==> config.mk <==
export PLATFORM = sky130hd
export DESIGN_NAME = shared_port_hazard_unit
export DESIGN_NICKNAME = d
export VERILOG_FILES = /design/src/rtl/smha_pkg.sv /design/src/rtl/smha_arbiter.sv /design/src/rtl/smha_fetch_unit.sv /design/src/rtl/smha_stall_counter.sv /design/src/rtl/shared_port_hazard_unit.sv
export SDC_FILE = /design/constraint.sdc
export NUM_CORES = 1
export LEC_CHECK = 0
export BUFFER_PORTS_ARGS = -buffer_cell sky130_fd_sc_hd__buf_2
export CORE_AREA = 2 2 136 138
export DETAILED_ROUTE_END_ITERATION = 16
export DIE_AREA = 0 0 138 140
export PLACE_DENSITY = 0.71
export RECOVER_POWER = 50
export SLEW_MARGIN = 10
export SYNTH_ARGS = -nofsm -noshare
export SYNTH_HDL_FRONTEND = slang
export SYNTH_SLANG_ARGS = --single-unit
==> constraint.sdc <==
create_clock -name clk -period 4.7 [get_ports clk]
set_clock_uncertainty 0.05 [all_clocks]
set_input_delay 0.235 -clock clk [delete_from_list [all_inputs] [get_ports clk]]
set_output_delay 0.235 -clock clk [all_outputs]
set_load 0.05 [all_outputs]
==> src/rtl/smha_pkg.sv <==
package smha_pkg;

  typedef enum logic [1:0] {
    OWNER_IDLE  = 2'd0,
    OWNER_FETCH = 2'd1,
    OWNER_DATA  = 2'd2
  } port_owner_e;

endpackage

==> src/rtl/smha_arbiter.sv <==
module smha_arbiter
  import smha_pkg::*;
#(
  parameter int AW = 32,
  parameter int DW = 32
) (
  input  logic          fetch_req,
  input  logic          data_req,
  input  logic          data_we,
  input  logic [AW-1:0] fetch_addr,
  input  logic [AW-1:0] data_addr,
  input  logic [DW-1:0] data_wdata,
  output port_owner_e   owner,
  output logic          mem_en,
  output logic          mem_we,
  output logic [AW-1:0] mem_addr,
  output logic [DW-1:0] mem_wdata,
  output logic          fetch_grant,
  output logic          data_grant,
  output logic          conflict
);

  // The memory stage is older in program order, so it always wins.
  always_comb begin
    if (data_req)       owner = OWNER_DATA;
    else if (fetch_req) owner = OWNER_FETCH;
    else                owner = OWNER_IDLE;
  end

  always_comb begin
    mem_en    = 1'b0;
    mem_we    = 1'b0;
    mem_addr  = fetch_addr;
    mem_wdata = '0;
    unique case (owner)
      OWNER_DATA: begin
        mem_en    = 1'b1;
        mem_we    = data_we;
        mem_addr  = data_addr;
        mem_wdata = data_wdata;
      end
      OWNER_FETCH: begin
        mem_en   = 1'b1;
        mem_addr = fetch_addr;
      end
      default: ;
    endcase
  end

  assign data_grant  = (owner == OWNER_DATA);
  assign fetch_grant = (owner == OWNER_FETCH);
  assign conflict    = fetch_req && data_req;

endmodule

==> src/rtl/smha_fetch_unit.sv <==
module smha_fetch_unit #(
  parameter int              AW       = 32,
  parameter int              DW       = 32,
  parameter int              PC_STEP  = 4,
  parameter logic [AW-1:0]   RESET_PC = '0,
  parameter logic [DW-1:0]   NOP_WORD = '0
) (
  input  logic          clk,
  input  logic          rst,
  input  logic          fetch_grant,
  input  logic          conflict,
  input  logic [DW-1:0] mem_rdata,
  output logic [AW-1:0] pc,
  output logic          ifid_valid,
  output logic [AW-1:0] ifid_pc,
  output logic [DW-1:0] ifid_instr,
  output logic          bubble,
  output logic [DW-1:0] idex_instr
);

  localparam logic [AW-1:0] STEP = AW'(PC_STEP);

  logic          fetch_pend;
  logic [AW-1:0] fetch_pend_pc;
  logic          bubble_pend;
  logic          ifid_new;

  // Request stage: PC and the record of what is in flight at the port.
  always_ff @(posedge clk) begin
    if (rst) begin
      pc            <= RESET_PC;
      fetch_pend    <= 1'b0;
      fetch_pend_pc <= RESET_PC;
      bubble_pend   <= 1'b0;
    end else begin
      if (fetch_grant) pc <= pc + STEP;
      fetch_pend    <= fetch_grant;
      fetch_pend_pc <= pc;
      bubble_pend   <= conflict;
    end
  end

  // Return stage: the fetch-to-decode register loads only on returned fetch data.
  always_ff @(posedge clk) begin
    if (rst) begin
      ifid_valid <= 1'b0;
      ifid_pc    <= RESET_PC;
      ifid_instr <= NOP_WORD;
      ifid_new   <= 1'b0;
      bubble     <= 1'b0;
    end else begin
      if (fetch_pend) begin
        ifid_valid <= 1'b1;
        ifid_pc    <= fetch_pend_pc;
        ifid_instr <= mem_rdata;
      end
      ifid_new <= fetch_pend;
      bubble   <= bubble_pend;
    end
  end

  assign idex_instr = ifid_new ? ifid_instr : NOP_WORD;

  AST_PC_HOLD_ON_CONFLICT: assert property (@(posedge clk) disable iff (rst)
    conflict |=> pc == $past(pc));

  AST_PC_STEP_ON_FETCH: assert property (@(posedge clk) disable iff (rst)
    fetch_grant |=> pc == $past(pc) + STEP);

  AST_BUBBLE_NOT_FRESH: assert property (@(posedge clk) disable iff (rst)
    bubble |-> !ifid_new);

  AST_BUBBLE_HOLDS_IFID: assert property (@(posedge clk) disable iff (rst)
    bubble |-> $stable(ifid_instr) && $stable(ifid_pc));

endmodule

==> src/rtl/smha_stall_counter.sv <==
module smha_stall_counter #(
  parameter int W = 16
) (
  input  logic         clk,
  input  logic         rst,
  input  logic         inc,
  output logic [W-1:0] count
);

  localparam logic [W-1:0] ONE = W'(1);

  always_ff @(posedge clk) begin
    if (rst)      count <= '0;
    else if (inc) count <= count + ONE;
  end

  AST_CNT_STEP: assert property (@(posedge clk) disable iff (rst)
    inc |=> count == $past(count) + ONE);

  AST_CNT_STILL: assert property (@(posedge clk) disable iff (rst)
    !inc |=> $stable(count));

endmodule

==> src/rtl/shared_port_hazard_unit.sv <==
module shared_port_hazard_unit
  import smha_pkg::*;
#(
  parameter int            AW       = 32,
  parameter int            DW       = 32,
  parameter int            CNT_W    = 16,
  parameter logic [31:0]   RESET_PC = 32'h0,
  parameter logic [31:0]   NOP_WORD = 32'h0
) (
  input  logic             clk,
  input  logic             rst,
  input  logic             fetch_req,
  input  logic             data_req,
  input  logic             data_we,
  input  logic [AW-1:0]    data_addr,
  input  logic [DW-1:0]    data_wdata,
  output logic [DW-1:0]    data_rdata,
  output logic             data_rvalid,
  output logic             mem_en,
  output logic             mem_we,
  output logic [AW-1:0]    mem_addr,
  output logic [DW-1:0]    mem_wdata,
  input  logic [DW-1:0]    mem_rdata,
  output logic [AW-1:0]    pc,
  output logic             stall,
  output logic             ifid_valid,
  output logic [AW-1:0]    ifid_pc,
  output logic [DW-1:0]    ifid_instr,
  output logic             bubble,
  output logic [DW-1:0]    idex_instr,
  output logic [CNT_W-1:0] stall_count
);

  port_owner_e owner;
  logic        fetch_grant;
  logic        data_grant;
  logic        conflict;

  smha_arbiter #(.AW(AW), .DW(DW)) u_arb (
    .fetch_req   (fetch_req),
    .data_req    (data_req),
    .data_we     (data_we),
    .fetch_addr  (pc),
    .data_addr   (data_addr),
    .data_wdata  (data_wdata),
    .owner       (owner),
    .mem_en      (mem_en),
    .mem_we      (mem_we),
    .mem_addr    (mem_addr),
    .mem_wdata   (mem_wdata),
    .fetch_grant (fetch_grant),
    .data_grant  (data_grant),
    .conflict    (conflict)
  );

  smha_fetch_unit #(
    .AW(AW), .DW(DW), .PC_STEP(4),
    .RESET_PC(AW'(RESET_PC)), .NOP_WORD(DW'(NOP_WORD))
  ) u_fetch (
    .clk         (clk),
    .rst         (rst),
    .fetch_grant (fetch_grant),
    .conflict    (conflict),
    .mem_rdata   (mem_rdata),
    .pc          (pc),
    .ifid_valid  (ifid_valid),
    .ifid_pc     (ifid_pc),
    .ifid_instr  (ifid_instr),
    .bubble      (bubble),
    .idex_instr  (idex_instr)
  );

  smha_stall_counter #(.W(CNT_W)) u_cnt (
    .clk   (clk),
    .rst   (rst),
    .inc   (conflict),
    .count (stall_count)
  );

  always_ff @(posedge clk) begin
    if (rst) data_rvalid <= 1'b0;
    else     data_rvalid <= data_grant && !data_we;
  end

  assign data_rdata = mem_rdata;
  assign stall      = conflict;

  AST_ONE_OWNER: assert property (@(posedge clk) disable iff (rst)
    $onehot0({fetch_grant, data_grant}));

  AST_DATA_ON_PORT: assert property (@(posedge clk) disable iff (rst)
    data_req |-> mem_en && mem_addr == data_addr && mem_we == data_we);

  AST_IDLE_PORT: assert property (@(posedge clk) disable iff (rst)
    (!fetch_req && !data_req) |-> !mem_en && !stall);

  AST_STORE_NO_RVALID: assert property (@(posedge clk) disable iff (rst)
    (data_req && data_we) |=> !data_rvalid);

endmodule

Word-level counts from Yosys, hierarchy flattened
Index checks and enable logic that the tools add are counted.
{ "classes": {"n_addsub": 2, "mul": 0, "n_div": 0, "order_cmp": 0, "n_eq_ne": 2, "shift": 0, "muxes": 7, "bitwise_logic": 0, "reduce_logical": 4} }
{ "op_table": {"columns": ["cell", "n"], "rows": [
  ["two-way mux 32 bit", 3],
  ["adder 32 x 3 -> 32 bit (second input constant)", 1],
  ["adder 16 x 1 -> 16 bit (second input constant)", 1],
  ["two-way mux 1 bit", 3],
  ["equality test 2 x 1 -> 1 bit (second input constant)", 1],
  ["equality test 2 bit (second input constant)", 1],
  ["logical AND 1 bit", 2],
  ["two-way mux 2 bit", 1],
  ["OR reduction 2 bit", 1],
  ["logical NOT 1 bit", 1]
]} }
{ "word_totals": {"ff_bits": 150, "latchBits": 0, "mem_bits_rw": 0, "romBits": 0, "in_bits": 101, "output_inout_bits": 246, "wordCells": 26, "n_memories": 0} }

Depth between registers and ports, before layout
Gate-level depths: netlist (run 1).
{ "logic_depth": {"word_depth": 5, "mapped_depth": 6, "ltp_nobuf": 5} }

Modules after synthesis
Synthesis (run 1) repeated with hierarchy kept, for this count alone.
{ "hier_totals": {"hier_cells": 673, "hier_area_um2": 6565.0} }
{ "by_module_without_submodules": {"columns": ["mod", "instances", "cells_each", "area_per_inst_um2", "seq_area_each_um2"], "rows": [
  ["smha_fetch_unit", 1, 477, 4719.5, 2542.4],
  ["smha_arbiter", 1, 79, 815.8, 0.0],
  ["smha_stall_counter", 1, 83, 757.0, 320.3],
  ["shared_port_hazard_unit", 1, 34, 272.8, 20.0]
]} }

Worst setup path before layout (run 1)
No wires, ideal clock.
{ "synth_path": {"kind": "reg-to-reg", "start": "reg u_fetch.pc[2]", "end": "reg u_fetch.pc[26]", "setup_ns": 0.121, "t_arrival_ns": 2.335, "required_time_ns": 4.529, "path_slack_ns": 2.194, "stages_incl_launch_ff": 7, "path_buffers": 1, "synth_period_minus_slack_ns": 2.506, "cell_sequence": "dfxtp_1 -> ha_1 -> nand3b_1 -> or4_1 -> buf_2 -> nor4_1 -> mux2_2"} }
{ "synth_via": {"elab_chain_cells": 1} }
{ "synth_lines": {"columns": ["element", "line_no", "rtl"], "rows": [
  ["start, declared", "smha_fetch_unit.sv:13", "output logic [AW-1:0] pc,"],
  ["start signal, assigned", "smha_fetch_unit.sv:36", "if (fetch_grant) pc <= pc + STEP;"],
  ["adder 32 x 3 -> 32 bit", "smha_fetch_unit.sv:36", null]
]} }
No other way between the ends.
A chain may end at the register's enable or synchronous reset.

==> results.toml, run 1 <==
[run_status]
status = "finished with violations"
violations = "max-capacitance violations, max-slew violations"

[power_and_ir_drop]
powerDensity_nw_per_um2 = 367
leakage_uw = 0.00350
vdd_drop_max_v = 0.000239

[floorplan]
core_sq_um = 17800
pin_count = 347
rows = 49
dieHeight_um = 140
dieArea_sq_um = 19300
die_w_um = 138
initial_core_util_pct = 35.0

[cts]
cts_setup_buffers = 0
cts_buffers = 17
cts_tree = "yes"
htreeDepth = 4
clkLatencyLatePin_ps = 420
cts-root-buf = "clkbuf_16"
clockBufferDepth = 2
cts-resized-gates = 0
clk_pin_slew_ps = 60
numClockSinks = 144
postCtsHoldBufs = 5

[worst_setup_path]
critPathMaxFanout = 36
critPathLaunch = "u_fetch.fetch_pend"
criticalPathCategory = "register to register"
cp-start-kind = "register"
rr_startpoint = "u_fetch.fetch_pend"
crit_required_ps = 4860
end_kind = "register"
critPathArrivalTime_ps = 3040

[placement]
gp_congestion = 0.809
place_hpwl_um = 12900
dpl.cell_count = 1178
detailed_place.area_sq_um = 7860
io_buffers = 342

[sta]
period_minus_slack_ps = 2880
fin_tns_setup_ps = 0
relSlewSlack_pct = -53.5
max_freq_mhz = 348
finalHoldViolCount = 0
setup_viol_count_final = 0
worst-slew-pin-transition_ps = 2300
rsz0062_at_grt = "false"
drv_slew = 83
fin_crit_sh_pct = 61.2

[layout]
nets = 1076
fin_cells = 1215
areaGrowthSynthToFinish_pct = 33.7
drive_gt1_share_pct = 28.0
diodes = 0
stdcell_area_sq_um = 8330
n_fill_cell = 1779

[logic_synthesis]
yosys_warnings = 0
synth_area_per_cell_sq_um = 9.24
synth_top_area_cell = "dfxtp_1"
synth.most_common_cell = "dfxtp_1"
synth_edf_count = 0
synth_area_leaders = "dfxtp_1 (46%), mux2i_1 (10%), and2_1 (6.7%), mux2_2 (6.3%), nor2_1 (6.3%)"
syn_inst = 674
synth-main-ff-cell = "dfxtp_1"
yosysTopAreaCellShare_pct = 46.3
yosysSeqAreaShare_pct = 46.3
synth_cell_type_count = 32
async_flop_share_pct = 0
synth-seq-cells = 144
mappedNetlistArea_sq_um = 6230
synth_common_cells = "dfxtp_1 (144), nor2_1 (105), and2_1 (67), mux2i_1 (63), buf_4 (36)"

[global_routing]
grt.total_usage_pct = 17.4
grt_start_max_net_pins = 94
grt-ovfl-total = 0
grt_antenna_before_repair = 0
first_global_vias = 5003
grt_pass1_wl_um = 26700

[detailed_routing]
first_iter_violations = 222
ant_nets = 0
vias = 5669
routed_via_density = 4.67
wl_per_cell_um = 14.5
dr.pass1.iters = 4
wirelength_um = 17600
drc = 0

[run]
max_cap_viol_count = 2

[worst_hold_path]
hp-start = "mem_rdata[17]"
hold_class = "input port to register"
[cells by family after synthesis]
family                   count (synthesis)  synth area share (%)
multiplexers                            98                  16.4
AND/OR/NAND/NOR                        292                  24.0
XOR/XNOR                                19                  2.67
other                                    1                0.0602
AO/OA/AOI/OAI                           34                  2.81
flip-flops                             144                  46.3
adder cells (fa/ha/maj)                  2                 0.402
buffers and inverters                   84                  7.31
[registers in the layout, summed over array words and instances (netlist names)]
signal	cells
u_fetch.ifid_instr	32
u_fetch.bubble	1
data_rvalid	1
u_cnt.count	16
u_fetch.fetch_pend_pc	30
u_fetch.fetch_pend	1
u_fetch.bubble_pend	1
u_fetch.ifid_new	1
u_fetch.ifid_pc	30
u_fetch.pc	30
u_fetch.ifid_valid	1
[area by class of cell]
| type | instances | area (sq um) | share of cell area [%] |
|---|---|---|---|
| Inverter | 11 | 41.3 | 0.496 |
| Clock buffer | 18 | 429 | 5.15 |
| Sequential cell | 144 | 2880 | 34.6 |
| Tap cell | 229 | 287 | 3.44 |
| Clock inverter | 14 | 176 | 2.12 |
| Multi-Input combinational cell | 449 | 2900 | 34.9 |
| Timing Repair Buffer | 350 | 1610 | 19.3 |
[final timing paths]
kind | slack, ps | depth (start not counted) | endpoint
max | 1820 | 3 | u_fetch.ifid_instr[16]
min | 20 | 3 | u_fetch.ifid_instr[17]
max reg2reg | 1820 | 3 | u_fetch.ifid_instr[16]
min reg2reg | 390 | 1 | u_fetch.bubble
[stage by stage]
stage | util, % | hold slack, ps | setup slack, ps | total power, uW
detailed placement | 44.2 | 365 | 2050 | 1700
CTS | 47.9 | 1.21 | 2270 | 3100
floorplan | - | 261 | 2190 | 1600
global route | 46.9 | 9.33 | 1580 | 3170
finish | 46.9 | 19.2 | 1820 | 3060
global placement | 44.2 | 362 | 2110 | 1700
[metal layers]
metal | vias to the layer above | track usage [%] | share of wire (%)
met2 | 254 | 31.5 | 51
li1 | 2806 | - | -
met1 | 2590 | 19.9 | 41
met5 | - | 0 | 0
met4 | 0 | 5.37 | 1.4
met3 | 19 | 4.82 | 6.4
[cell usage in the layout (no fill, tap or decap), drive strengths merged]
cell	count
nand2	24
nor2	105
clkbuf	156
buf	207
or4	6
o21ai	18
dfxtp	144
and3	1
dlygate4sd3	5
nor4	10
and4	3
clkinv	3
mux2	35
nand3b	1
clkinvlp	2
nand4b	1
nor2b	27
or3	12
mux2i	63
nand4	8
nor3	13
o31ai	2
nand3	11
nor3b	1
xnor2	17
conb	4
a21oi	14
inv	17
xor2	2
ha	2
bufinv	3
or2	2
and2	67
[power by group]
| group | leakage [uW] | internal, uW | total (uW) | switching (uW) |
|---|---|---|---|---|
| logic | 0.00204 | 105 | 415 | 309 |
| registers | 0.00116 | 1230 | 1250 | 17.3 |
| clock network | 0.000292 | 844 | 1390 | 547 |
| total | 0.00350 | 2180 | 3060 | 873 |
[worst max-delay path, cell delays in order (launching register included)]
cell and delay [ps]:
dfxtp_1 1570, buf_4 700, mux2i_1 270, nor2_1 50
Note: power is estimated with default switching activity, not from simulation.
==> run 2: changes to the inputs <==
--- a/config.mk
+++ b/config.mk
@@ -5,11 +5,12 @@
 export SDC_FILE = /design/constraint.sdc
 export NUM_CORES = 1
 export LEC_CHECK = 0
+export ABC_AREA = 1
 export BUFFER_PORTS_ARGS = -buffer_cell sky130_fd_sc_hd__buf_2
-export CORE_AREA = 2 2 136 138
+export CORE_AREA = 2 2 137 139
 export DETAILED_ROUTE_END_ITERATION = 16
-export DIE_AREA = 0 0 138 140
-export PLACE_DENSITY = 0.71
+export DIE_AREA = 0 0 139 141
+export PLACE_DENSITY = 0.74
 export RECOVER_POWER = 50
 export SLEW_MARGIN = 10
 export SYNTH_ARGS = -nofsm -noshare
==> constraint.sdc (replaced) <==
create_clock -name clk -period 2.4 [get_ports clk]
set_clock_uncertainty 0.05 [all_clocks]
set_input_delay 0.12 -clock clk [delete_from_list [all_inputs] [get_ports clk]]
set_output_delay 0.12 -clock clk [all_outputs]
set_load 0.05 [all_outputs]
==> run 2 against run 1 <==
  * First-iteration DRC count rose by 130%
  * Flip-flop and latch count did not move
  * Die area rose by 1.4%
  * Highest routed layer unchanged
  * Sequential share of layout area fell by 2.2 points
  * Largest cell class is now registers
  * Critical path depth rose by 7
  * Hold slack got worse by 37 ps
  * Utilization rose by 1.8 points
  * Synthesized cell count rose by 42%
  * Combinational power rose to 2.5 times the previous value
  * The flow finishes with violations (negative hold slack)
  * Synthesized area rose by 3.5%
  * Routed wire length rose by 17%
==> results.toml, run 2 <==
[sta]
setup_viol_count_final = 0
fin_tns_setup_ps = 0
max_freq_mhz = 502
relSlewSlack_pct = 28.2
finalHoldViolCount = 1
rsz0062_at_grt = "false"
drv_slew = 0
fin_crit_sh_pct = 83.0
worst-slew-pin-transition_ps = 1080
fin_hold_ws_ps = -18.0
period_minus_slack_ps = 1990

[layout]
regArea_sq_um = 2880
largest_register_ffs = 32
multiInputGateArea_sq_um = 2650
n_fill_cell = 1867
areaGrowthSynthToFinish_pct = 37.9
drive_gt1_share_pct = 20.2
diodes = 0
nets = 1388
most-common-layout-cells = "nor2_1 (224), buf_2 (213), nand2_1 (175)"
stdcell_area_sq_um = 8900
layout_commonest_cell = "nor2_1"
regMostFlops = "u_fetch.ifid_instr"

[floorplan]
die_w_um = 139
initial_core_util_pct = 35.3
dieHeight_um = 141
dieArea_sq_um = 19600
pin_count = 347
core_sq_um = 18300
rows = 50

[worst_setup_path]
reg2reg_slack_ps = 720
crit_chain = "dlygate4sd3_1 -> clkbuf_1 -> nand2_1 -> clkinvlp_2 -> nand3_4 -> nor2_4 -> nand2_1 -> nand2_1 -> nand2_1 -> nor2_1"
slowest_stage = "dlygate4sd3_1"
critPathMaxFanout = 8
r2r_cells = 6
critPathArrivalTime_ps = 2260
rr_startpoint = "u_fetch.pc[13]"
end_kind = "register"
critPathLaunch = "fetch_req"
r2r-end = "u_fetch.pc[21]"
slowest_delay_ps = 540
cpMostUsedCell = "nand2_1"
cp-start-kind = "input port"
criticalPathCategory = "input port to register"
crit_required_ps = 2660

[cts]
cts_tree = "yes"
cts_setup_buffers = 0
postCtsHoldBufs = 34
clkLatencyLatePin_ps = 420
numClockSinks = 144
htreeDepth = 4
cts_buffers = 17
cts-root-buf = "clkbuf_16"
clk_pin_slew_ps = 60
cts-resized-gates = 0
clockBufferDepth = 2

[placement]
detailed_place.area_sq_um = 8110
gp_congestion = 0.894
io_buffers = 342
place_hpwl_um = 15000

[logic_synthesis]
syn_inst = 958
synth_area_per_cell_sq_um = 6.73
synth_edf_count = 0
synth.most_common_cell = "nor2_1"
synth_common_cells = "nor2_1 (224), nand2_1 (173), dfxtp_1 (144), inv_1 (125), o21ai_0 (106)"
synth-main-ff-cell = "dfxtp_1"
synth-seq-cells = 144
async_flop_share_pct = 0
yosysTopAreaCellShare_pct = 44.7
yosys_warnings = 0
synth_top_area_cell = "dfxtp_1"
synth_cell_type_count = 29
mappedNetlistArea_sq_um = 6450
yosysSeqAreaShare_pct = 44.7
synth_area_leaders = "dfxtp_1 (45%), nor2_1 (13%), nand2_1 (10%), o21ai_0 (8.2%), inv_1 (7.3%)"

[detailed_routing]
vias = 7008
dr.pass1.iters = 5
wirelength_um = 20600
drc = 0
first_iter_violations = 505
routed_via_density = 4.57
ant_nets = 0
wl_per_cell_um = 13.4

[global_routing]
grt_antenna_before_repair = 0
grt.total_usage_pct = 20.2
grt_pass1_wl_um = 32100
first_global_vias = 6462
grt_start_max_net_pins = 94
grt-ovfl-total = 0

[power_and_ir_drop]
switchingPower_uw = 1840
combPwrFrac_pct = 16.4
cell_internal_pwr_uw = 4550
vdd_drop_max_v = 0.000457
leakage_uw = 0.00459
p_seq_share_pct = 39.0
p_sw_share_pct = 28.8
power_frac_clock_pct = 44.6
total_power_uw = 6400
powerDensity_nw_per_um2 = 719

[worst_hold_path]
hp-start = "data_req"
min_to = "data_rvalid"
hold_class = "input port to register"
holdPathStages = 3

[run]
max_cap_viol_count = 0

[run_status]
violations = "negative hold slack"
status = "finished with violations"
==> run 2: cell count changes after synthesis, moves of 27 or more <==
cell,previous run,this run
inv_1,11,125
nand2_1,24,173
mux2_2,35,0
nor2_1,105,224
mux2i_1,63,0
nor2b_1,27,0
o21ai_0,18,106
and2_1,67,0
==> run 2: stage by stage <==
step | setup WS (ps) | util, % | std cells
floorplan | 273 | - | 961
global route | 338 | 48.7 | 1532
global placement | 800 | 44.4 | 1466
finish | 407 | 48.7 | 1532
CTS | 627 | 49.7 | 1532
detailed placement | 783 | 44.4 | 1466
==> run 2: worst max-delay path, delay by kind of cell <==
family / cells / cell delay [ps]
buffers and inverters: 3 / 1180
AND/OR/NAND/NOR: 7 / 950
==> run 2: routing by layer <==
metal	global-route usage [%]	wire length, um	vias to the layer above
li1	-	-	3566
met1	22.8	8540	3098
met2	36.7	10200	311
met3	5.23	1450	33
met4	7.87	395	0
met5	0	0	-
==> run 2: final cells by class <==
type	count	area share (%)
multi-input cells	610	29.8
clock inverters	11	2.10
clock buffers	21	5.06
inverters	129	5.46
well taps	234	3.29
repair buffers	383	21.9
flip-flops and latches	144	32.4
==> run 2: cell families (layout without fill, tap and decap cells) <==
kind of cell	Yosys count	after routing	synth area share [%]
buf+inv	207	544	14.3
xor+xnor	1	1	0.136
simple gates	470	470	30.0
other cells	1	4	0.0581
compound gates	133	133	10.4
flops	144	144	44.7
fa+ha+maj	2	2	0.388
==> run 2: power by group through the flow <==
stage	Sequential (uW)	Clock [uW]	Combinational (uW)
2_1_floorplan	2740	0	584
3_3_place_gp	2540	0	1030
3_5_place_dp	2540	0	1040
4_1_cts	2490	2920	1080
5_1_grt	2500	3030	1110
6_report	2490	2850	1050
==> run 2: worst max-delay path by stage <==
| stage | end | depth (start not counted) |
|---|---|---|
| floorplan | mem_addr[14] | 2 |
| global placement | u_fetch.pc[29] | 8 |
| detailed placement | u_fetch.pc[29] | 8 |
| CTS | idex_instr[13] | 4 |
| global route | u_fetch.pc[23] | 10 |
| finish | u_fetch.pc[23] | 10 |
